<file path="config.mk">
export PLATFORM = sky130hd
export DESIGN_NAME = dealer_hand_ctrl
export DESIGN_NICKNAME = d
export VERILOG_FILES = /design/src/rtl/dealer_pkg.sv /design/src/rtl/dealer_datapath.sv /design/src/rtl/dealer_control.sv /design/src/rtl/dealer_hand_ctrl.sv
export SDC_FILE = /design/constraint.sdc
export NUM_CORES = 1
export LEC_CHECK = 0
export BUFFER_PORTS_ARGS = -buffer_cell sky130_fd_sc_hd__buf_2
export CORE_MARGIN = 2
export CORE_UTILIZATION = 40
export CTS_BUF_LIST = sky130_fd_sc_hd__clkbuf_8
export DETAILED_ROUTE_END_ITERATION = 12
export HOLD_SLACK_MARGIN = 0.02
export PLACE_DENSITY = 0.58
export SLEW_MARGIN = 20
export SYNTH_ARGS = -nofsm -noshare
export SYNTH_HDL_FRONTEND = slang
export SYNTH_SLANG_ARGS = --single-unit
</file>
<file path="constraint.sdc">
create_clock -name clk -period 3.26 [get_ports clk]
set_input_delay 0.326 -clock clk [delete_from_list [all_inputs] [get_ports clk]]
set_output_delay 0.326 -clock clk [all_outputs]
set_load 0.01 [all_outputs]
</file>
<file path="src/rtl/dealer_pkg.sv">
package dealer_pkg;

  typedef enum logic [3:0] {
    ST_REQ,
    ST_ADD,
    ST_ACE,
    ST_CHK,
    ST_EVAL,
    ST_DECIDE,
    ST_STAND,
    ST_BUST,
    ST_ERR
  } handState_t;

  typedef struct packed {
    logic loadCard;
    logic addCard;
    logic addAce;
    logic fixSoft;
  } dpStrobe_t;

endpackage

</file>
<file path="src/rtl/dealer_datapath.sv">
module dealer_datapath
  import dealer_pkg::*;
#(
  parameter int CODE_W     = 5,
  parameter int TOTAL_W    = 6,
  parameter int CNT_W      = 4,
  parameter int SOFT_W     = 3,
  parameter int MIN_CODE   = 2,
  parameter int MAX_CODE   = 11,
  parameter int ACE_CODE   = 11,
  parameter int ACE_DROP   = 10,
  parameter int STAND_AT   = 17,
  parameter int BUST_ABOVE = 21
) (
  input  logic               clk,
  input  logic               rst,
  input  dpStrobe_t          strobe,
  input  logic [CODE_W-1:0]  cardCode,
  output logic               codeBad,
  output logic               codeAce,
  output logic               overLimit,
  output logic               reachStand,
  output logic [TOTAL_W-1:0] handTotal,
  output logic [CNT_W-1:0]   cardCount
);

  localparam logic [CODE_W-1:0]  MinC   = CODE_W'(MIN_CODE);
  localparam logic [CODE_W-1:0]  MaxC   = CODE_W'(MAX_CODE);
  localparam logic [CODE_W-1:0]  AceC   = CODE_W'(ACE_CODE);
  localparam logic [TOTAL_W-1:0] AceVal = TOTAL_W'(ACE_CODE);
  localparam logic [TOTAL_W-1:0] DropV  = TOTAL_W'(ACE_DROP);
  localparam logic [TOTAL_W-1:0] StandV = TOTAL_W'(STAND_AT);
  localparam logic [TOTAL_W-1:0] BustV  = TOTAL_W'(BUST_ABOVE);
  localparam logic [TOTAL_W-1:0] PeakV  = TOTAL_W'(STAND_AT - 1 + MAX_CODE);

  logic [CODE_W-1:0]  cardReg;
  logic [TOTAL_W-1:0] totalQ;
  logic [CNT_W-1:0]   countQ;
  logic [SOFT_W-1:0]  softAces;

  assign codeBad    = (cardCode < MinC) || (cardCode > MaxC);
  assign codeAce    = (cardCode == AceC);
  assign overLimit  = totalQ > BustV;
  assign reachStand = totalQ >= StandV;
  assign handTotal  = totalQ;
  assign cardCount  = countQ;

  always_ff @(posedge clk) begin
    if (rst) begin
      cardReg  <= '0;
      totalQ   <= '0;
      countQ   <= '0;
      softAces <= '0;
    end else begin
      if (strobe.loadCard) cardReg <= cardCode;
      if (strobe.addCard) begin
        totalQ <= totalQ + TOTAL_W'(cardReg);
        countQ <= countQ + 1'b1;
      end
      if (strobe.addAce) begin
        totalQ   <= totalQ + AceVal;
        countQ   <= countQ + 1'b1;
        softAces <= softAces + 1'b1;
      end
      if (strobe.fixSoft && overLimit && (softAces != '0)) begin
        totalQ   <= totalQ - DropV;
        softAces <= softAces - 1'b1;
      end
    end
  end


  total_peak_chk: assert property (@(posedge clk) disable iff (rst)
    handTotal <= PeakV);


  count_step_chk: assert property (@(posedge clk) disable iff (rst)
    (cardCount != $past(cardCount)) |-> (cardCount == $past(cardCount) + 1'b1));


  soft_drop_chk: assert property (@(posedge clk) disable iff (rst)
    (strobe.fixSoft && overLimit && softAces != '0) |=> (handTotal == $past(handTotal) - DropV));

endmodule

</file>
<file path="src/rtl/dealer_control.sv">
module dealer_control
  import dealer_pkg::*;
(
  input  logic      clk,
  input  logic      rst,
  input  logic      cardValid,
  input  logic      codeBad,
  input  logic      codeAce,
  input  logic      overLimit,
  input  logic      reachStand,
  output dpStrobe_t strobe,
  output logic      hitReq,
  output logic      standFlag,
  output logic      bustFlag,
  output logic      errFlag
);

  handState_t stateQ, stateD;

  always_comb begin
    stateD = stateQ;
    unique case (stateQ)
      ST_REQ:    if (cardValid) stateD = codeBad ? ST_ERR : (codeAce ? ST_ACE : ST_ADD);
      ST_ADD:    stateD = ST_CHK;
      ST_ACE:    stateD = ST_CHK;
      ST_CHK:    stateD = ST_EVAL;
      ST_EVAL:   stateD = reachStand ? ST_DECIDE : ST_REQ;
      ST_DECIDE: stateD = overLimit ? ST_BUST : ST_STAND;
      default:   stateD = stateQ;
    endcase
  end

  always_ff @(posedge clk) begin
    if (rst) stateQ <= ST_REQ;
    else     stateQ <= stateD;
  end

  always_comb begin
    strobe.loadCard = (stateQ == ST_REQ) && cardValid && !codeBad;
    strobe.addCard  = (stateQ == ST_ADD);
    strobe.addAce   = (stateQ == ST_ACE);
    strobe.fixSoft  = (stateQ == ST_CHK);
  end

  assign hitReq    = (stateQ == ST_REQ);
  assign standFlag = (stateQ == ST_STAND);
  assign bustFlag  = (stateQ == ST_BUST);
  assign errFlag   = (stateQ == ST_ERR);


  hit_drop_chk: assert property (@(posedge clk) disable iff (rst)
    (hitReq && cardValid) |=> !hitReq);


  err_sticky_chk: assert property (@(posedge clk) disable iff (rst)
    errFlag |=> errFlag);


  stand_sticky_chk: assert property (@(posedge clk) disable iff (rst)
    standFlag |=> standFlag);


  bust_sticky_chk: assert property (@(posedge clk) disable iff (rst)
    bustFlag |=> bustFlag);


  bad_code_chk: assert property (@(posedge clk) disable iff (rst)
    (hitReq && cardValid && codeBad) |=> errFlag);

endmodule

</file>
<file path="src/rtl/dealer_hand_ctrl.sv">
module dealer_hand_ctrl
  import dealer_pkg::*;
#(
  parameter int CODE_W     = 5,
  parameter int TOTAL_W    = 6,
  parameter int CNT_W      = 4,
  parameter int SOFT_W     = 3,
  parameter int MIN_CODE   = 2,
  parameter int MAX_CODE   = 11,
  parameter int ACE_CODE   = 11,
  parameter int ACE_DROP   = 10,
  parameter int STAND_AT   = 17,
  parameter int BUST_ABOVE = 21
) (
  input  logic               clk,
  input  logic               rst,
  input  logic               cardValid,
  input  logic [CODE_W-1:0]  cardCode,
  output logic               hitReq,
  output logic               standFlag,
  output logic               bustFlag,
  output logic               errFlag,
  output logic [TOTAL_W-1:0] handTotal,
  output logic [CNT_W-1:0]   cardCount
);

  dpStrobe_t strobe;
  logic      codeBad, codeAce, overLimit, reachStand;

  dealer_control i_control (
    .clk        (clk),
    .rst        (rst),
    .cardValid  (cardValid),
    .codeBad    (codeBad),
    .codeAce    (codeAce),
    .overLimit  (overLimit),
    .reachStand (reachStand),
    .strobe     (strobe),
    .hitReq     (hitReq),
    .standFlag  (standFlag),
    .bustFlag   (bustFlag),
    .errFlag    (errFlag)
  );

  dealer_datapath #(
    .CODE_W     (CODE_W),
    .TOTAL_W    (TOTAL_W),
    .CNT_W      (CNT_W),
    .SOFT_W     (SOFT_W),
    .MIN_CODE   (MIN_CODE),
    .MAX_CODE   (MAX_CODE),
    .ACE_CODE   (ACE_CODE),
    .ACE_DROP   (ACE_DROP),
    .STAND_AT   (STAND_AT),
    .BUST_ABOVE (BUST_ABOVE)
  ) i_datapath (
    .clk        (clk),
    .rst        (rst),
    .strobe     (strobe),
    .cardCode   (cardCode),
    .codeBad    (codeBad),
    .codeAce    (codeAce),
    .overLimit  (overLimit),
    .reachStand (reachStand),
    .handTotal  (handTotal),
    .cardCount  (cardCount)
  );

endmodule

</file>
## Yosys cells after proc, flatten, opt, wreduce, memory -nomap -nowiden

Index checks and enable logic that the tools add are counted.

| word-level totals | value |
|---|---|
| register bits after elaboration | 22 |
| output and inout port bits | 14 |

| operators by class | value |
|---|---|
| reductions and logical operators | 14 |
| equal/unequal tests | 10 |
| add/subtract/negate cells | 6 |
| order comparisons | 4 |
| muxes and demuxes | 13 |

Operators by type and width:

| cell | count |
|---|---|
| 4-bit one-hot mux with 5 select lines | 1 |
| 6-bit two-way mux | 3 |
| 4-bit by 3-bit equality test with 1-bit output, second input constant | 4 |
| 4-bit two-way mux | 4 |
| 3-bit two-way mux | 3 |
| 4-bit by 2-bit equality test with 1-bit output, second input constant | 2 |
| 6-bit by 4-bit adder with 6-bit output, second input constant | 1 |
| 6-bit by 5-bit adder with 6-bit output | 1 |
| 6-bit by 5-bit greater-or-equal comparator with 1-bit output, second input constant | 1 |
| 6-bit by 5-bit greater-than comparator with 1-bit output, second input constant | 1 |
| 3-bit nonzero test | 2 |
| 6-bit by 4-bit subtractor with 6-bit output, second input constant | 1 |
| 5-bit by 4-bit equality test with 1-bit output, second input constant | 1 |
| 5-bit by 4-bit greater-than comparator with 1-bit output, second input constant | 1 |
| 5-bit by 2-bit < comparator with 1-bit output, second input constant | 1 |
| 5-bit nonzero test | 1 |
| 4-bit by 1-bit adder with 4-bit output, second input constant | 1 |
| 4-bit by 1-bit equality test with 1-bit output, second input constant | 1 |
| 4-bit equality test, second input constant | 1 |
| 1-bit logical AND | 4 |
| 4-bit logical NOT | 1 |
| 2-bit nonzero test | 2 |
| 3-bit by 1-bit adder with 3-bit output, second input constant | 1 |
| 3-bit by 1-bit subtractor with 3-bit output, second input constant | 1 |
| 7 further kinds | 7 |

## Longest topological paths before layout

Gate-level depths: netlist (run 1).

| depth | value |
|---|---|
| depth in word-level cells | 5 |
| gate-level depth with buffers | 11 |
| gate-level depth less buffers | 10 |

## Hierarchy

Synthesis (run 1) repeated with hierarchy kept, for this count alone.

| second synthesis, totals | value |
|---|---|
| cell total of the unflattened synthesis | 173 |
| area, all modules | 1467.7 um^2 |

By module, submodules not included:

| module | cells each | times used | seq. area each (um^2) | area an instance (um^2) |
|---|---|---|---|---|
| dealer_datapath | 130 | 1 | 360.3 | 1116.1 |
| dealer_control | 43 | 1 | 80.1 | 351.6 |

## Worst setup path before layout (run 1)

No wires, ideal clock.

| timing | value |
|---|---|
| path kind | register -> register |
| from | register i_control.stateQ[3] |
| to | register i_datapath.totalQ[4], in the netlist i_datapath.handTotal[4] |
| period minus slack after synthesis | 2437 ps |
| data arrival time | 2306 ps |
| slack | 823 ps |
| cell stages (with the launch flop) | 12 |
| buffers on the path | 1 |
| setup time | 130 ps |
| data required time | 3130 ps |
| cells stage by stage | dfxtp_1 -> buf_2 -> nor2_1 -> and3_1 -> or2_2 -> ha_1 -> fa_1 -> a21o_1 -> a21oi_1 -> xor2_1 -> o32a_2 -> a21oi_1 |

| between the ends | value |
|---|---|
| cells in the longest elaborated chain, start to end | 4 |

Ends and longest elaborated chain:

| what | line | text |
|---|---|---|
| start: declaration | dealer_control.sv:18 | `handState_t stateQ, stateD;` |
| start signal: assignment | dealer_control.sv:35 | `else stateQ <= stateD;` |
| 4-bit by 2-bit equality test with 1-bit output | dealer_control.sv:42 | `strobe.fixSoft = (stateQ == ST_CHK);` |
| 1-bit logical AND (2 in a row) | dealer_datapath.sv:65 | `if (strobe.fixSoft && overLimit && (softAces != '0)) begin` |
| 3-bit nonzero test (no line) / 6-bit two-way mux (equally long branches) | - |  |
| end signal: assignment | dealer_datapath.sv:57 | `totalQ <= totalQ + TOTAL_W'(cardReg);` |
| end signal: assignment | dealer_datapath.sv:61 | `totalQ <= totalQ + AceVal;` |
| end signal: assignment | dealer_datapath.sv:66 | `totalQ <= totalQ - DropV;` |
| end: declaration | dealer_datapath.sv:37 | `logic [TOTAL_W-1:0] totalQ;` |

Parallel ways exist; a longest one is shown, timed or not.
A chain may end at the register's enable or synchronous reset.

## Worst setup path after layout (run 1)

Ends and elaborated chain as after synthesis.

==> impl_metrics.json, run 1 <==
{
  "power.leakage_uw": 0.000751,
  "ys_ff_latch": 22,
  "cp-start-kind": "register",
  "die_h_um": 63.1,
  "clockBufferDepth": 2,
  "fmax_mhz": 365,
  "utilization": 0.475,
  "fillers": 357,
  "ys_seq_area_frac": 0.315,
  "drt_pass1_iterations": 4,
  "rows": 21,
  "routedWlPerCell_um": 14.0,
  "yosysWarnings": 0,
  "path_cells": "nor2_1, and3_1, or2_2, ha_1, fa_1, a21o_1, a21oi_1, xor2_1, o32a_2, a21oi_1",
  "avgSynthCellArea_um2": 8.69,
  "diodes": 0,
  "ctsResizeCount": 0,
  "grt_first_pass_wirelength_um": 5640,
  "final-seq-area_um2": 440,
  "crit_slowest_cell": "dfxtp_1",
  "gp_congestion": 0.817,
  "setup_violations": 0,
  "pwr-share-clk": 0.338,
  "synthesis.area_um2": 1400,
  "fin_skew_ns": 0.00519,
  "vias": 1193,
  "postCtsSetupBuffers": 0,
  "clkLatencyLatePin_ns": 0.27,
  "core_area_um2": 3340,
  "grt_max_degree": 25,
  "hold_viol": 0,
  "hold_path.class": "input port to register",
  "grt_util_met2": 0.279,
  "grt_busiest_layer": "met2",
  "start_util": 0.419,
  "holdBufCountCts": 0,
  "antenna_found_initial": 0,
  "multi_input_area_um2": 900,
  "syn_to_final_growth_pct": 13.3,
  "fin_crit_sh": 0.840,
  "ir_worst_vdd_v": 0.000325,
  "power_frac_seq": 0.425,
  "hpwl_um": 2310,
  "setup_tns_ns": 0,
  "async_flop_share": 0,
  "grt_use_met3": 0.0339,
  "drt-total-wl_um": 3130,
  "met1_usage": 0.239,
  "internal-power_uw": 539,
  "cts_tree": "built",
  "fin_nets": 196,
  "p_comb_frac": 0.236,
  "max_cap_viol_count": 0,
  "drc": 0,
  "period_minus_slack_ns": 2.74,
  "grt_usage": 0.177,
  "cts_max_level": 1,
  "cp_slowest_stage_delay_ns": 0.58,
  "drv_slew": 0,
  "synth_edf_count": 0,
  "grt_overflow": 0,
  "drive_gt1_frac": 0.208,
  "status": "completed",
  "io_pins": 22,
  "io_buffers": 21,
  "antenna_left": 0,
  "critical_path_class": "register to register",
  "drtIter0Drc": 44,
  "die-area_um2": 3990,
  "tightest_slew_ns": 0.619,
  "cp-end-kind": "register",
  "clk_pin_slew_worst_paths_ns": 0.09,
  "crit_family": "simple AND/OR/NAND/NOR gates",
  "synth-main-ff-cell": "dfxtp_1",
  "clk_root_buffer_cell": "clkbuf_8",
  "synth.distinct_cells": 53,
  "syn-num-nets": 178,
  "worstPathArrival_ns": 2.89,
  "cp_common_cell": "a21oi_1",
  "swShare": 0.307,
  "grt_pass1_vias": 1171,
  "numCtsBuffers": 3,
  "slew_headroom": 0.585,
  "synth_cells": 161,
  "viasPerCell": 5.33,
  "p_sw_uw": 239,
  "cp_max_fo": 13,
  "critPathBufInv": 0,
  "cts_sinks": 22,
  "p_per_area_nw_per_um2": 490,
  "die_w_um": 63.1,
  "required_ns": 3.41,
  "rsz0062_at_grt": "no"
}
cell families (layout without fill, tap and decap cells):
family,after synthesis,count (layout),synth area share
AOI/OAI and AO/OA,35,35,0.178
xor gates and xnor gates,9,9,0.0563
adders and majority gates,9,9,0.0859
buffers and inverters,11,28,0.0420
DFF,22,22,0.315
muxes,8,8,0.0608
and+or+nand+nor,67,67,0.262
layout by cell type (no fill, tap or decap), types with 3 or more instances in the layout:
cell type	Yosys	layout
nor2_1	22	22
dfxtp_1	22	22
buf_2	2	21
a21oi_1	11	11
nand2_1	9	9
ha_1	8	8
mux2i_1	7	7
nor2b_1	6	6
xor2_1	5	5
xnor2_1	4	4
nor3_1	4	4
inv_1	3	3
or2_2	3	3
o21ai_0	3	3
a211oi_1	3	3
clkbuf_8	0	3
registers in the layout, summed over array words and instances (netlist names):
signal	flops
i_datapath.cardReg	5
i_datapath.cardCount	4
i_datapath.softAces	3
i_control.stateQ	4
i_datapath.handTotal	6
tightest hold or removal path: cells and delay by family:
kind / cells / cell delay (ns)
mux: 1 / 0.05
buf+inv: 1 / 0.08
simple gates: 1 / 0.08
synthesized netlist by cell type (all sizes together), types with 2 or more instances:
cell     instances  area share
a211oi           3       0.016
a21o             2       0.012
a21oi           11       0.039
a2bb2oi          2       0.013
a31oi            2      0.0089
and2             3       0.014
and3             2      0.0089
and3b            2       0.013
buf              5       0.026
clkbuf           3      0.0080
dfxtp           22        0.31
ha               8       0.072
inv              3      0.0080
mux2i            7       0.050
nand2           10       0.032
nand3            2      0.0072
nor2            22       0.059
nor2b            6       0.027
nor3             5       0.021
nor4             2      0.0089
o21a             2       0.016
o21ai            3       0.011
o32a             2       0.015
or2              4       0.018
or3              3       0.014
xnor2            4       0.025
xor2             5       0.031
power groups by stage:
stage	Clock [µW]	Combinational [µW]	Sequential, µW
2_1_floorplan	0	150	321
3_3_place_gp	0	182	334
3_5_place_dp	0	183	337
4_1_cts	267	185	331
5_1_grt	282	210	338
6_report	263	184	331
final cells by class:
| cell class | instances | area share |
|---|---|---|
| Sequential cell | 22 | 0.278 |
| Tap cell | 46 | 0.0363 |
| Inverter | 3 | 0.00710 |
| Timing Repair Buffer | 21 | 0.0663 |
| Clock inverter | 1 | 0.0189 |
| Clock buffer | 3 | 0.0260 |
| Multi-Input combinational cell | 128 | 0.567 |
worst paths after layout:
check | startpoint | end | slack (ns) | cells past startpoint
max | i_control.stateQ[3] | i_datapath.handTotal[4] | 0.52 | 10
min | cardCode[0] | i_datapath.cardReg[0] | 0.31 | 3
max reg2reg | i_control.stateQ[3] | i_datapath.handTotal[4] | 0.52 | 10
min reg2reg | i_datapath.softAces[2] | i_datapath.softAces[2] | 0.49 | 1
through the flow:
step / setup slack (ns) / power [µW] / hold slack (ns) / cell area (µm²) / std cells
4_1_cts: 0.515 / 782 / 0.306 / 1590 / 224
3_5_place_dp: 0.552 / 520 / 0.471 / 1510 / 220
3_3_place_gp: 0.566 / 516 / 0.448 / 1510 / 220
6_report: 0.522 / 777 / 0.308 / 1590 / 224
5_1_grt: 0.290 / 829 / 0.350 / 1590 / 224
2_1_floorplan: 0.823 / 471 / 0.428 / 1400 / 161
layer usage:
| layer | routed length, µm | vias to the layer above |
|---|---|---|
| met5 | 0 | - |
| met3 | 119 | 6 |
| met4 | 76 | 0 |
| li1 | - | 608 |
| met2 | 1390 | 29 |
| met1 | 1540 | 550 |
No activity file was read; power rests on OpenSTA's default activity.
==> inputs of run 2 (changes only) <==
--- a/config.mk
+++ b/config.mk
@@ -5,13 +5,14 @@
 export SDC_FILE = /design/constraint.sdc
 export NUM_CORES = 1
 export LEC_CHECK = 0
+export ABC_AREA = 1
 export BUFFER_PORTS_ARGS = -buffer_cell sky130_fd_sc_hd__buf_2
 export CORE_MARGIN = 2
 export CORE_UTILIZATION = 40
 export CTS_BUF_LIST = sky130_fd_sc_hd__clkbuf_8
 export DETAILED_ROUTE_END_ITERATION = 12
 export HOLD_SLACK_MARGIN = 0.02
-export PLACE_DENSITY = 0.58
+export PLACE_DENSITY = 0.6
 export SLEW_MARGIN = 20
 export SYNTH_ARGS = -nofsm -noshare
 export SYNTH_HDL_FRONTEND = slang
==> constraint.sdc (replaced) <==
create_clock -name clk -period 2.49 [get_ports clk]
set_input_delay 0.249 -clock clk [delete_from_list [all_inputs] [get_ports clk]]
set_output_delay 0.249 -clock clk [all_outputs]
set_load 0.01 [all_outputs]
==> run 2 against run 1 <==
- clock-buffer cell count stayed put
- critical path depth is 3 higher
- sequential power is 58% higher
- critical path type unchanged
- critical endpoint unchanged
- largest cell class unchanged
- synthesized cell count is 36% higher
- sequential share of layout area is 1.6 points lower
- design area is 7.5% higher
- die area is 5.3% higher
==> impl_metrics.json, run 2 <==
{
  "swShare": 0.427,
  "io_buffers": 21,
  "drv_slew": 0,
  "internal-power_uw": 925,
  "diodes": 0,
  "core_area_um2": 3610,
  "avgSynthCellArea_um2": 6.75,
  "drc": 0,
  "clk_pin_slew_worst_paths_ns": 0.09,
  "regMostFlops": "i_datapath.handTotal",
  "rsz0062_at_grt": "no",
  "worstPathArrival_ns": 2.49,
  "fin_cells": 290,
  "vias": 1359,
  "fin_crit_sh": 0.928,
  "min_path_cells": 3,
  "critical_path_class": "register to register",
  "syn_to_final_growth_pct": 15.3,
  "r2r_slack_ns": 0.18,
  "power.leakage_uw": 0.000921,
  "worstReg2RegStart": "i_control.stateQ[3]",
  "cts_sinks": 22,
  "slew_headroom": 0.678,
  "cp-start-kind": "register",
  "required_ns": 2.66,
  "grt_max_degree": 17,
  "setup_ws_ns": 0.178,
  "period_minus_slack_ns": 2.31,
  "hold_viol": 0,
  "start_util": 0.410,
  "grt_usage": 0.175,
  "setup_violations": 0,
  "hold_end": "i_datapath.cardReg[0]",
  "holdWs_ns": 0.235,
  "syn-num-nets": 236,
  "ys_seq_area_frac": 0.298,
  "synth.distinct_cells": 33,
  "yosysTopAreaCell": "dfxtp_1",
  "synth_cells": 219,
  "dp_cells": 286,
  "yosysWarnings": 0,
  "largest_reg_flops": 6,
  "clockBufferDepth": 2,
  "clk_root_buffer_cell": "clkbuf_8",
  "mostFrequentLayoutCell": "nand2_1",
  "ir_worst_vdd_v": 0.000421,
  "tightest_slew_ns": 0.482,
  "synth_edf_count": 0,
  "most-common-layout-cells": "36 x nand2_1, 33 x inv_1, 22 x nand3_1, 21 x nor2_1, 21 x buf_2",
  "die_w_um": 64.8,
  "pwr-share-clk": 0.216,
  "postCtsSetupBuffers": 0,
  "io_pins": 22,
  "antenna_left": 0,
  "r2r_end": "i_datapath.handTotal[4]",
  "drt-total-wl_um": 3140,
  "die_h_um": 64.8,
  "cp_max_fo": 5,
  "grt_pass1_vias": 1270,
  "synth_common_cells": "36 x nand2_1, 33 x inv_1, 22 x dfxtp_1, 22 x nand3_1, 21 x nor2_1",
  "numCtsBuffers": 3,
  "fin_skew_ns": 0.0110,
  "die-area_um2": 4200,
  "max_cap_viol_count": 0,
  "netlist.area_leader.share": 0.298,
  "post-synth-top-count-cell": "nand2_1",
  "power_frac_seq": 0.323,
  "min_from": "cardCode[0]",
  "drtIter0Drc": 70,
  "cts_max_level": 1,
  "grt_overflow": 0,
  "clkLatencyLatePin_ns": 0.28,
  "p_per_area_nw_per_um2": 947,
  "async_flop_share": 0,
  "antenna_found_initial": 0,
  "drt_pass1_iterations": 4,
  "fin_nets": 260,
  "hold_path.class": "input port to register",
  "dpl_worst_slack_ns": 0.0981,
  "ys_ff_latch": 22,
  "gp_congestion": 0.897,
  "viasPerCell": 4.69,
  "drive_gt1_frac": 0.207,
  "fmax_mhz": 433,
  "netlist_top_cells_area": "dfxtp_1 30%, nand2_1 9.1%, inv_1 8.4%, nand3_1 7.5%, a21oi_1 6.8%",
  "status": "completed",
  "cp-end-kind": "register",
  "rr_worst_depth": 13,
  "hpwl_um": 2390,
  "grt_first_pass_wirelength_um": 5750,
  "p_comb_frac": 0.460,
  "reg_top3": "i_datapath.handTotal: 6 flops, i_datapath.cardReg: 5 flops",
  "p_sw_uw": 688,
  "synthesis.area_um2": 1480,
  "synth-main-ff-cell": "dfxtp_1",
  "rows": 22,
  "routedWlPerCell_um": 10.8,
  "cts_tree": "built",
  "setup_tns_ns": 0
}
run 2: worst max-delay path by stage:
stage | depth (start not counted) | startpoint | to
2_1_floorplan | 13 | i_control.stateQ[2] | i_datapath.handTotal[4]
3_3_place_gp | 13 | i_control.stateQ[2] | i_datapath.handTotal[4]
3_5_place_dp | 13 | i_control.stateQ[2] | i_datapath.handTotal[4]
4_1_cts | 13 | i_control.stateQ[2] | i_datapath.handTotal[4]
5_1_grt | 13 | i_control.stateQ[0] | i_datapath.handTotal[4]
6_report | 13 | i_control.stateQ[3] | i_datapath.handTotal[4]
run 2: cell families after synthesis:
kind of cell    Yosys count  share of synthesized area
simple gates            102                      0.332
buf+inv                  43                      0.118
compound gates           41                      0.159
flops                    22                      0.298
fa+ha+maj                 9                     0.0813
xor+xnor                  2                     0.0119
run 2: stage by stage:
step | area, µm² | total power (µW) | utilization
2_1_floorplan | 1480 | 1090 | -
3_3_place_gp | 1630 | 1270 | 0.451
3_5_place_dp | 1630 | 1270 | 0.451
4_1_cts | 1700 | 1620 | 0.471
5_1_grt | 1700 | 1770 | 0.473
6_report | 1700 | 1610 | 0.473
run 2: what timing repair did:
item                                    4_1_cts  5_1_grt
resized for setup                             0        4
endpoints found under the setup margin        0        2
hold buffers                                  0        0
run 2: area by class of cell:
class / instances / area, µm²
clock buffer: 3 / 41.3
inverter: 40 / 150
timing repair buffer: 22 / 113
fill: 389 / 1900
multi-input combinational: 154 / 863
sequential: 22 / 447
tap: 48 / 60.1
clock inverter: 1 / 30.0
run 2: layer usage:
layer	up-vias	share of wire	GRT usage
li1	757	-	-
met1	577	0.53	0.244
met2	20	0.42	0.269
met3	5	0.031	0.0260
met4	0	0.016	0.0691
met5	-	0	0
run 2: critical path: stages (launching register included):
cell     delay [ns]
dfxtp_2        0.37
nor2_4         0.06
nand3_1        0.11
inv_1          0.10
or2_2          0.28
ha_1           0.22
fa_1           0.41
nand3_1        0.09
nand2_1        0.06
or2_2          0.27
nand3_1        0.06
nand3_1        0.07
nand2_1        0.06
inv_1          0.04
run 2: power by group through the flow:
stage	registers (µW)	clock network [µW]	logic, µW
2_1_floorplan	526	0	562
4_1_cts	520	353	749
3_5_place_dp	528	0	741
3_3_place_gp	526	0	743
6_report	522	349	743
5_1_grt	541	371	856
==> inputs of run 3 (changes only) <==
--- a/config.mk
+++ b/config.mk
@@ -11,6 +11,7 @@
 export CORE_UTILIZATION = 40
 export CTS_BUF_LIST = sky130_fd_sc_hd__clkbuf_8
 export DETAILED_ROUTE_END_ITERATION = 12
+export GPL_TIMING_DRIVEN = 0
 export HOLD_SLACK_MARGIN = 0.02
 export PLACE_DENSITY = 0.6
 export SLEW_MARGIN = 20
==> run 3 against run 2 <==
- sequential power hardly changed
- worst setup slack better by 0.012 ns
- register-to-register slack barely moved
- non-clock buffer count up 2
- maximum frequency increased by 0.54%
- clock skew decreased by 0.0082 ns
- final cell count up 0.69%
- sequential share of layout area down 0.32 points
- hold slack gained 0.011 ns
==> impl_metrics.json, run 3 (same netlist as run 2, synthesis figures left out) <==
{
  "clockBufferDepth": 2,
  "die_h_um": 64.8,
  "mostFrequentLayoutCell": "nand2_1",
  "drc": 0,
  "crit_family": "simple AND/OR/NAND/NOR gates",
  "drt-total-wl_um": 3170,
  "critical_path_class": "register to register",
  "clk_root_buffer_cell": "clkbuf_8",
  "syn_to_final_growth_pct": 16.8,
  "cp_common_cell": "nand3_1",
  "grt_usage": 0.175,
  "fin_crit_sh": 0.923,
  "cp_num_cells": 13,
  "start_util": 0.410,
  "postLayoutCellArea_um2": 1730,
  "grt_first_pass_wirelength_um": 5750,
  "required_ns": 2.67,
  "period_minus_slack_ns": 2.30,
  "rsz0062_at_grt": "no",
  "drv_slew": 0,
  "power_frac_seq": 0.324,
  "fin_cells": 292,
  "viasPerCell": 4.75,
  "fin_skew_ns": 0.00280,
  "most-common-layout-cells": "36 x nand2_1, 33 x inv_1, 22 x buf_2, 21 x nor2_1, 21 x nand3_1",
  "max_cap_viol_count": 0,
  "power.leakage_uw": 0.000932,
  "setup_ws_ns": 0.191,
  "core_area_um2": 3610,
  "p_comb_frac": 0.461,
  "postCtsSetupBuffers": 0,
  "reg_top3": "i_datapath.handTotal: 6 flops, i_datapath.cardReg: 5 flops",
  "gp_congestion": 0.809,
  "crit_slowest_cell": "fa_1",
  "dpl_worst_slack_ns": 0.0439,
  "path_cells": "nor2_4, nand3_2, inv_1, or2_2, ha_1, fa_1, nand3_1, nand2_1, or2_2, nand3_1, nand3_1, nand2_1, inv_1",
  "hpwl_um": 2390,
  "pwr-share-clk": 0.215,
  "tightest_slew_ns": 0.334,
  "p_sw_uw": 691,
  "grt_pass1_vias": 1286,
  "slew_headroom": 0.776,
  "cp-end-kind": "register",
  "numCtsBuffers": 3,
  "worstPathArrival_ns": 2.48,
  "routedWlPerCell_um": 10.8,
  "drtIter0Drc": 54,
  "cp-start-kind": "register",
  "io_pins": 22,
  "swShare": 0.427,
  "drt_pass1_iterations": 4,
  "dpl_cell_area_um2": 1640,
  "rows": 22,
  "critPathBufInv": 2,
  "internal-power_uw": 926,
  "die-area_um2": 4200,
  "antenna_left": 0,
  "cp_max_fo": 5,
  "min_path_cells": 2,
  "antenna_found_initial": 0,
  "cts_tree": "built",
  "dp_cells": 288,
  "fmax_mhz": 435,
  "clk_pin_slew_worst_paths_ns": 0.09,
  "diodes": 0,
  "p_per_area_nw_per_um2": 937,
  "regMostFlops": "i_datapath.handTotal",
  "cts_sinks": 22,
  "die_w_um": 64.8,
  "p_total_uw": 1620,
  "setup_tns_ns": 0,
  "setup_violations": 0,
  "fillers": 383,
  "cts_max_level": 1,
  "io_buffers": 21,
  "grt_overflow": 0,
  "vias": 1387,
  "clkLatencyLatePin_ns": 0.27,
  "status": "completed",
  "grt_max_degree": 14,
  "hold_viol": 0,
  "fin_nets": 262,
  "drive_gt1_frac": 0.217,
  "cp_slowest_stage_delay_ns": 0.41,
  "ir_worst_vdd_v": 0.000346,
  "rr_worst_depth": 13,
  "hold_path.class": "input port to register",
  "largest_reg_flops": 6
}
-- run 3: cell count changes in the layout (fill, tap and decap cells not counted), sizes merged --
cell  delta
buf      +2
-- run 3: repair_timing --
item,4_1_cts,5_1_grt
resized for setup,0,5
endpoints found under the setup margin,0,1
hold buffers,0,0
-- run 3: worst paths after layout --
kind	start	to	slack, ns
worst min-delay path	rst	i_datapath.softAces[1]	0.25
worst max-delay path	i_control.stateQ[2]	i_datapath.handTotal[4]	0.19
worst max register to register	i_control.stateQ[2]	i_datapath.handTotal[4]	0.19
worst min register to register	i_datapath.cardCount[3]	i_datapath.cardCount[3]	0.45
-- run 3: power groups by stage --
stage	logic [µW]	clock network [µW]	registers [µW]
after global routing	859	368	542
after CTS	745	353	520
final	746	348	523
after floorplan	562	0	526
after global placement	745	0	529
after detailed placement	742	0	528
-- run 3: worst reg2reg max path, stage by stage, from the launching register on --
cell and delay, ns:
dfxtp_4 0.39, nor2_4 0.07, nand3_2 0.09, inv_1 0.09
or2_2 0.28, ha_1 0.22, fa_1 0.41, nand3_1 0.09
nand2_1 0.06, or2_2 0.27, nand3_1 0.07, nand3_1 0.08
nand2_1 0.06, inv_1 0.04
-- run 3: per-stage QoR --
| step | hold slack [ns] | util |
|---|---|---|
| 2_1_floorplan | 0.318 | - |
| 3_3_place_gp | 0.432 | 0.456 |
| 3_5_place_dp | 0.437 | 0.456 |
| 4_1_cts | 0.246 | 0.475 |
| 5_1_grt | 0.259 | 0.478 |
| 6_report | 0.246 | 0.478 |
-- run 3: final cells by class --
cell class	instances	area, µm²	share of cell area
buffer	3	23.8	0.0138
clock buffer	3	41.3	0.0239
clock inverter	1	30.0	0.0174
inverter	40	150	0.0870
multi-input combinational	154	868	0.503
sequential	22	447	0.259
tap	48	60.1	0.0348
timing repair buffer	21	105	0.0609
-- run 3: per-layer routing --
metal	share of wire	global-route usage	vias up
met2	0.42	0.278	15
met4	0.017	0.0638	0
met1	0.53	0.240	602
met5	0	0	-
met3	0.027	0.0260	5
li1	-	-	765
